File: src/rtl/byte_dac_pkg.sv
package byte_dac_pkg;
    typedef enum logic {
        FMT_BINARY = 1'b0,
        FMT_TWOS   = 1'b1
    } code_fmt_e;
endpackage

File: src/rtl/bdl_decode.sv
module bdl_decode (
    input  logic cs_n,
    input  logic wr_n,
    input  logic addr,
    output logic hit_nib,
    output logic hit_byte
);
    logic strobe;

    always_comb begin
        strobe   = ~cs_n & ~wr_n;
        hit_nib  = strobe &  addr;
        hit_byte = strobe & ~addr;
    end

    always_comb begin
        AST_ONE_DECODE: assert ($onehot0({hit_nib, hit_byte}));
    end
endmodule

File: src/rtl/bdl_format.sv
module bdl_format
    import byte_dac_pkg::*;
#(
    parameter int HI_W     = 4,
    parameter int LO_W     = 8,
    parameter bit HAS_TWOS = 1'b1,
    localparam int CODE_W  = HI_W + LO_W
) (
    input  logic [HI_W-1:0]   nib,
    input  logic [LO_W-1:0]   low_byte,
    input  logic              fmt,
    output logic [CODE_W-1:0] code
);
    logic [CODE_W-1:0] raw;

    always_comb raw = {nib, low_byte};

    generate
        if (HAS_TWOS) begin : g_twos
            always_comb begin
                code = raw;
                if (code_fmt_e'(fmt) == FMT_TWOS)
                    code[CODE_W-1] = ~raw[CODE_W-1];
            end
        end else begin : g_plain
            always_comb code = raw;
        end
    endgenerate
endmodule

File: src/rtl/byte_dac_loader.sv
module byte_dac_loader #(
    parameter int HI_W     = 4,
    parameter int LO_W     = 8,
    parameter bit HAS_TWOS = 1'b1,
    localparam int CODE_W  = HI_W + LO_W
) (
    input  logic              clk,
    input  logic              rst,
    input  logic              ld_cs_n,
    input  logic              ld_wr_n,
    input  logic              ld_addr,
    input  logic [LO_W-1:0]   ld_data,
    input  logic              fmt_twos,
    output logic [CODE_W-1:0] dac_code,
    output logic              code_valid
);
    typedef struct packed {
        logic [HI_W-1:0]   nib;
        logic [CODE_W-1:0] code;
        logic              open;
        logic              valid;
    } state_t;

    state_t st_d, st_q;
    logic hit_nib, hit_byte;
    logic [CODE_W-1:0] fmt_code;

    bdl_decode u_dec (
        .cs_n     (ld_cs_n),
        .wr_n     (ld_wr_n),
        .addr     (ld_addr),
        .hit_nib  (hit_nib),
        .hit_byte (hit_byte)
    );

    bdl_format #(
        .HI_W     (HI_W),
        .LO_W     (LO_W),
        .HAS_TWOS (HAS_TWOS)
    ) u_fmt (
        .nib      (st_q.nib),
        .low_byte (ld_data),
        .fmt      (fmt_twos),
        .code     (fmt_code)
    );

    always_comb begin
        st_d = st_q;
        if (hit_nib)
            st_d.nib = ld_data[HI_W-1:0];
        if (hit_byte)
            st_d.code = fmt_code;
        st_d.open  = hit_byte;
        st_d.valid = st_q.open & ~hit_byte;
    end

    always_ff @(posedge clk) begin
        if (rst)
            st_q <= '0;
        else
            st_q <= st_d;
    end

    assign dac_code   = st_q.code;
    assign code_valid = st_q.valid;

    AST_HOLD_CLOSED: assert property (@(posedge clk) disable iff (rst)
        !hit_byte |=> $stable(dac_code));
    AST_LOW_FOLLOWS: assert property (@(posedge clk) disable iff (rst)
        hit_byte |=> dac_code[LO_W-1:0] == $past(ld_data));
    AST_MSB_FORMAT: assert property (@(posedge clk) disable iff (rst)
        hit_byte |=> dac_code[CODE_W-1] ==
            ($past(st_q.nib[HI_W-1]) ^ (HAS_TWOS & $past(fmt_twos))));
    AST_VALID_PULSE: assert property (@(posedge clk) disable iff (rst)
        code_valid |=> !code_valid);
    AST_NO_VALID_OPEN: assert property (@(posedge clk) disable iff (rst)
        hit_byte |=> !code_valid);
    AST_NIB_KEPT: assert property (@(posedge clk) disable iff (rst)
        !hit_nib |=> $stable(st_q.nib));
endmodule

File: config.mk
export PLATFORM = sky130hd
export DESIGN_NAME = byte_dac_loader
export DESIGN_NICKNAME = d
export VERILOG_FILES = /design/src/rtl/byte_dac_pkg.sv /design/src/rtl/bdl_decode.sv /design/src/rtl/bdl_format.sv /design/src/rtl/byte_dac_loader.sv
export SDC_FILE = /design/constraint.sdc
export NUM_CORES = 1
export LEC_CHECK = 0
export CAP_MARGIN = 30
export CORE_MARGIN = 1.5
export CORE_UTILIZATION = 30
export DETAILED_ROUTE_END_ITERATION = 16
export DONT_BUFFER_PORTS = 1
export PLACE_DENSITY = 0.42
export SYNTH_ARGS = -nofsm -noshare
export SYNTH_HDL_FRONTEND = slang
export SYNTH_HIERARCHICAL = 1
export SYNTH_SLANG_ARGS = --single-unit
File: constraint.sdc
create_clock -name clk -period 1.6 [get_ports clk]
set_clock_uncertainty 0.1 [all_clocks]
set_input_delay 0.4 -clock clk [delete_from_list [all_inputs] [get_ports clk]]
set_output_delay 0.4 -clock clk [all_outputs]
set_load 0.03 [all_outputs]
==> impl_metrics.py <==
metrics = {
    "status": {
        "status": "completed",
    },
    "timing": {
        "rsz0062_at_grt": "no",
        "fmax_mhz": 760,
        "setup_tns_ns": 0,
        "finalSetupViolations": 0,
        "min_period_ns": 1.32,
        "finalCritPeriodShare_pct": 82.3,
        "worst_pin_slew_ns": 0.334,
        "drv_slew": 0,
        "hold_viol": 0,
        "whs_ns": 0.0650,
        "relSlewSlack_pct": 77.7,
    },
    "pwr": {
        "p_leak_nw": 0.260,
        "power_density_nw_per_um2": 1100,
        "ir_worst_vdd_v": 0.000605,
    },
    "clock_tree": {
        "cts_root_buf": "clkbuf_4",
        "postCtsSetupBuffers": 0,
        "hold_buffers": 0,
        "cts_max_level": 1,
        "cts_made_buffers": 3,
        "cts.clk_slew.worst_paths_ns": 0.10,
        "cts_sinks": 18,
        "cts_tree": "yes",
        "clockBufferDepth": 2,
        "clkLatencyLatePin_ns": 0.29,
        "postCtsResizedCells": 0,
    },
    "global_route": {
        "grt_pass1_vias": 398,
        "grt_max_degree": 19,
        "grt_use_total_pct": 8.35,
        "grt.overflow.total": 0,
        "antenna_found_initial": 0,
        "grt_pass1_wl_um": 1950,
    },
    "placed_design": {
        "port-buffer-count": 0,
        "hpwl_um": 852,
        "gp_congestion": 0.621,
    },
    "setup_path": {
        "crit_type": "reg -> out",
        "crit_path_start_kind": "flop",
        "crit_fanout": 2,
        "cp_data_arrival_time_ns": 0.82,
        "cp_data_required_time_ns": 1.10,
        "worstSetupEndpointType": "primary output",
        "reg2reg_setup_slack_ns": 0.70,
    },
    "floorplan": {
        "die_w_um": 56.1,
        "core_um2": 2710,
        "rows": 19,
        "io_pins": 27,
        "die-area_um2": 3140,
        "start_util_pct": 31.2,
        "die_height_um": 56.1,
    },
    "synthesis": {
        "synth_area_um2": 845,
        "netlist_instances": 83,
        "synth_area_leaders": "dfxtp_1, buf_4, mux2i_1, nor2_1, buf_12",
        "yosysTopAreaCellShare_pct": 42.7,
        "synth_most_common_cell": "buf_4",
        "yosys_register_bits": 18,
        "synth-main-ff-cell": "dfxtp_1",
        "syn_nets": 97,
        "ys_warn_count": 6,
        "synthArstFlopShare_pct": 0,
        "synth_cell_types": 13,
        "avgSynthCellArea_um2": 10.2,
        "synth_area_leader_cell": "dfxtp_1",
        "synth_common_cells": "buf_4, dfxtp_1, mux2i_1, nor2_1, buf_2",
        "synth-edff-count": 0,
        "ys_seq_area_share_pct": 42.7,
    },
    "cells_and_area": {
        "layout.nets": 76,
        "area_growth_pct": -13.8,
        "fillers": 296,
        "drive_gt1_share_pct": 13.1,
        "diodes": 0,
        "multi_input_area_um2": 265,
        "register_area_um2": 360,
    },
    "drt": {
        "drt_pass1_iterations": 2,
        "routedWlPerCell_um": 13.2,
        "drtAntennaViolNets": 0,
        "wl_met1_um": 485,
        "highest_layer": "met4",
        "vias": 398,
        "dr.first_iter.drc_count": 8,
        "wl_met3_um": 184,
        "viasPerCell": 4.33,
        "wirelength_um": 1220,
        "drc_errors": 0,
        "met2RoutedLength_um": 532,
    },
    "min_path": {
        "hold_class": "in -> reg",
    },
    "job": {
        "cap_viol_max_count": 0,
    },
}
[cells by family (layout without fill, tap and decap cells)]
group	Yosys count	count (layout)	synth area share, %
and+or+nand+nor	20	20	11.4
xor gates and xnor gates	1	1	1.04
muxes	16	16	19.0
buffers and inverters	28	6	25.9
DFF	18	18	42.7
[state kept, by name, summed over array words and instances, names as in the netlist]
signal	count
st_q	5
dac_code	12
code_valid	1
[final timing paths]
| check | startpoint | endpoint | depth (start not counted) |
|---|---|---|---|
| worst max-delay path | dac_code[11] | dac_code[11] | 0 |
| worst min-delay path | rst | dac_code[7] | 1 |
| worst max register to register | dac_code[11] | dac_code[11] | 2 |
| worst min register to register | st_q[1] | code_valid | 1 |
[report_power, final]
group | total [mW] | internal (mW) | leakage (nW) | switching [mW]
Sequential | 0.485 | 0.461 | 0.146 | 0.0242
Combinational | 0.0393 | 0.0227 | 0.0933 | 0.0165
Clock | 0.277 | 0.139 | 0.0210 | 0.138
[final cells by class]
| type | instances | share of cell area, % |
|---|---|---|
| sequential | 18 | 49.5 |
| multi-input combinational | 37 | 36.4 |
| tap | 31 | 5.33 |
| clock buffer | 4 | 4.98 |
| timing repair buffer | 2 | 3.78 |
[cell usage in the layout (no fill, tap or decap)]
cell,n
dfxtp_1,18
mux2i_1,16
nor2_1,16
clkbuf_4,3
nor2b_1,1
nor3b_1,1
clkbuf_8,1
buf_4,1
buf_12,1
nor3_2,1
nor3b_2,1
xor2_1,1
[per-layer routing]
layer  vias to the layer above  track usage [%]
li1                        197                -
met1                       180             8.61
met2                        19             12.3
met3                         2             7.91
met4                         0             2.04
met5                         -                0
[stage by stage]
| step | instances | total power [mW] | instance area (um2) | util [%] | setup slack [ns] |
|---|---|---|---|---|---|
| after global placement | 88 | 0.535 | 692 | 25.5 | 0.320 |
| after global routing | 92 | 0.845 | 728 | 26.9 | 0.226 |
| after detailed placement | 88 | 0.536 | 692 | 25.5 | 0.290 |
| final | 92 | 0.801 | 728 | 26.9 | 0.283 |
| after floorplan | 83 | 0.566 | 845 | - | 0.329 |
| after CTS | 92 | 0.819 | 728 | 26.9 | 0.261 |
Note: power is estimated with default switching activity, not from simulation.
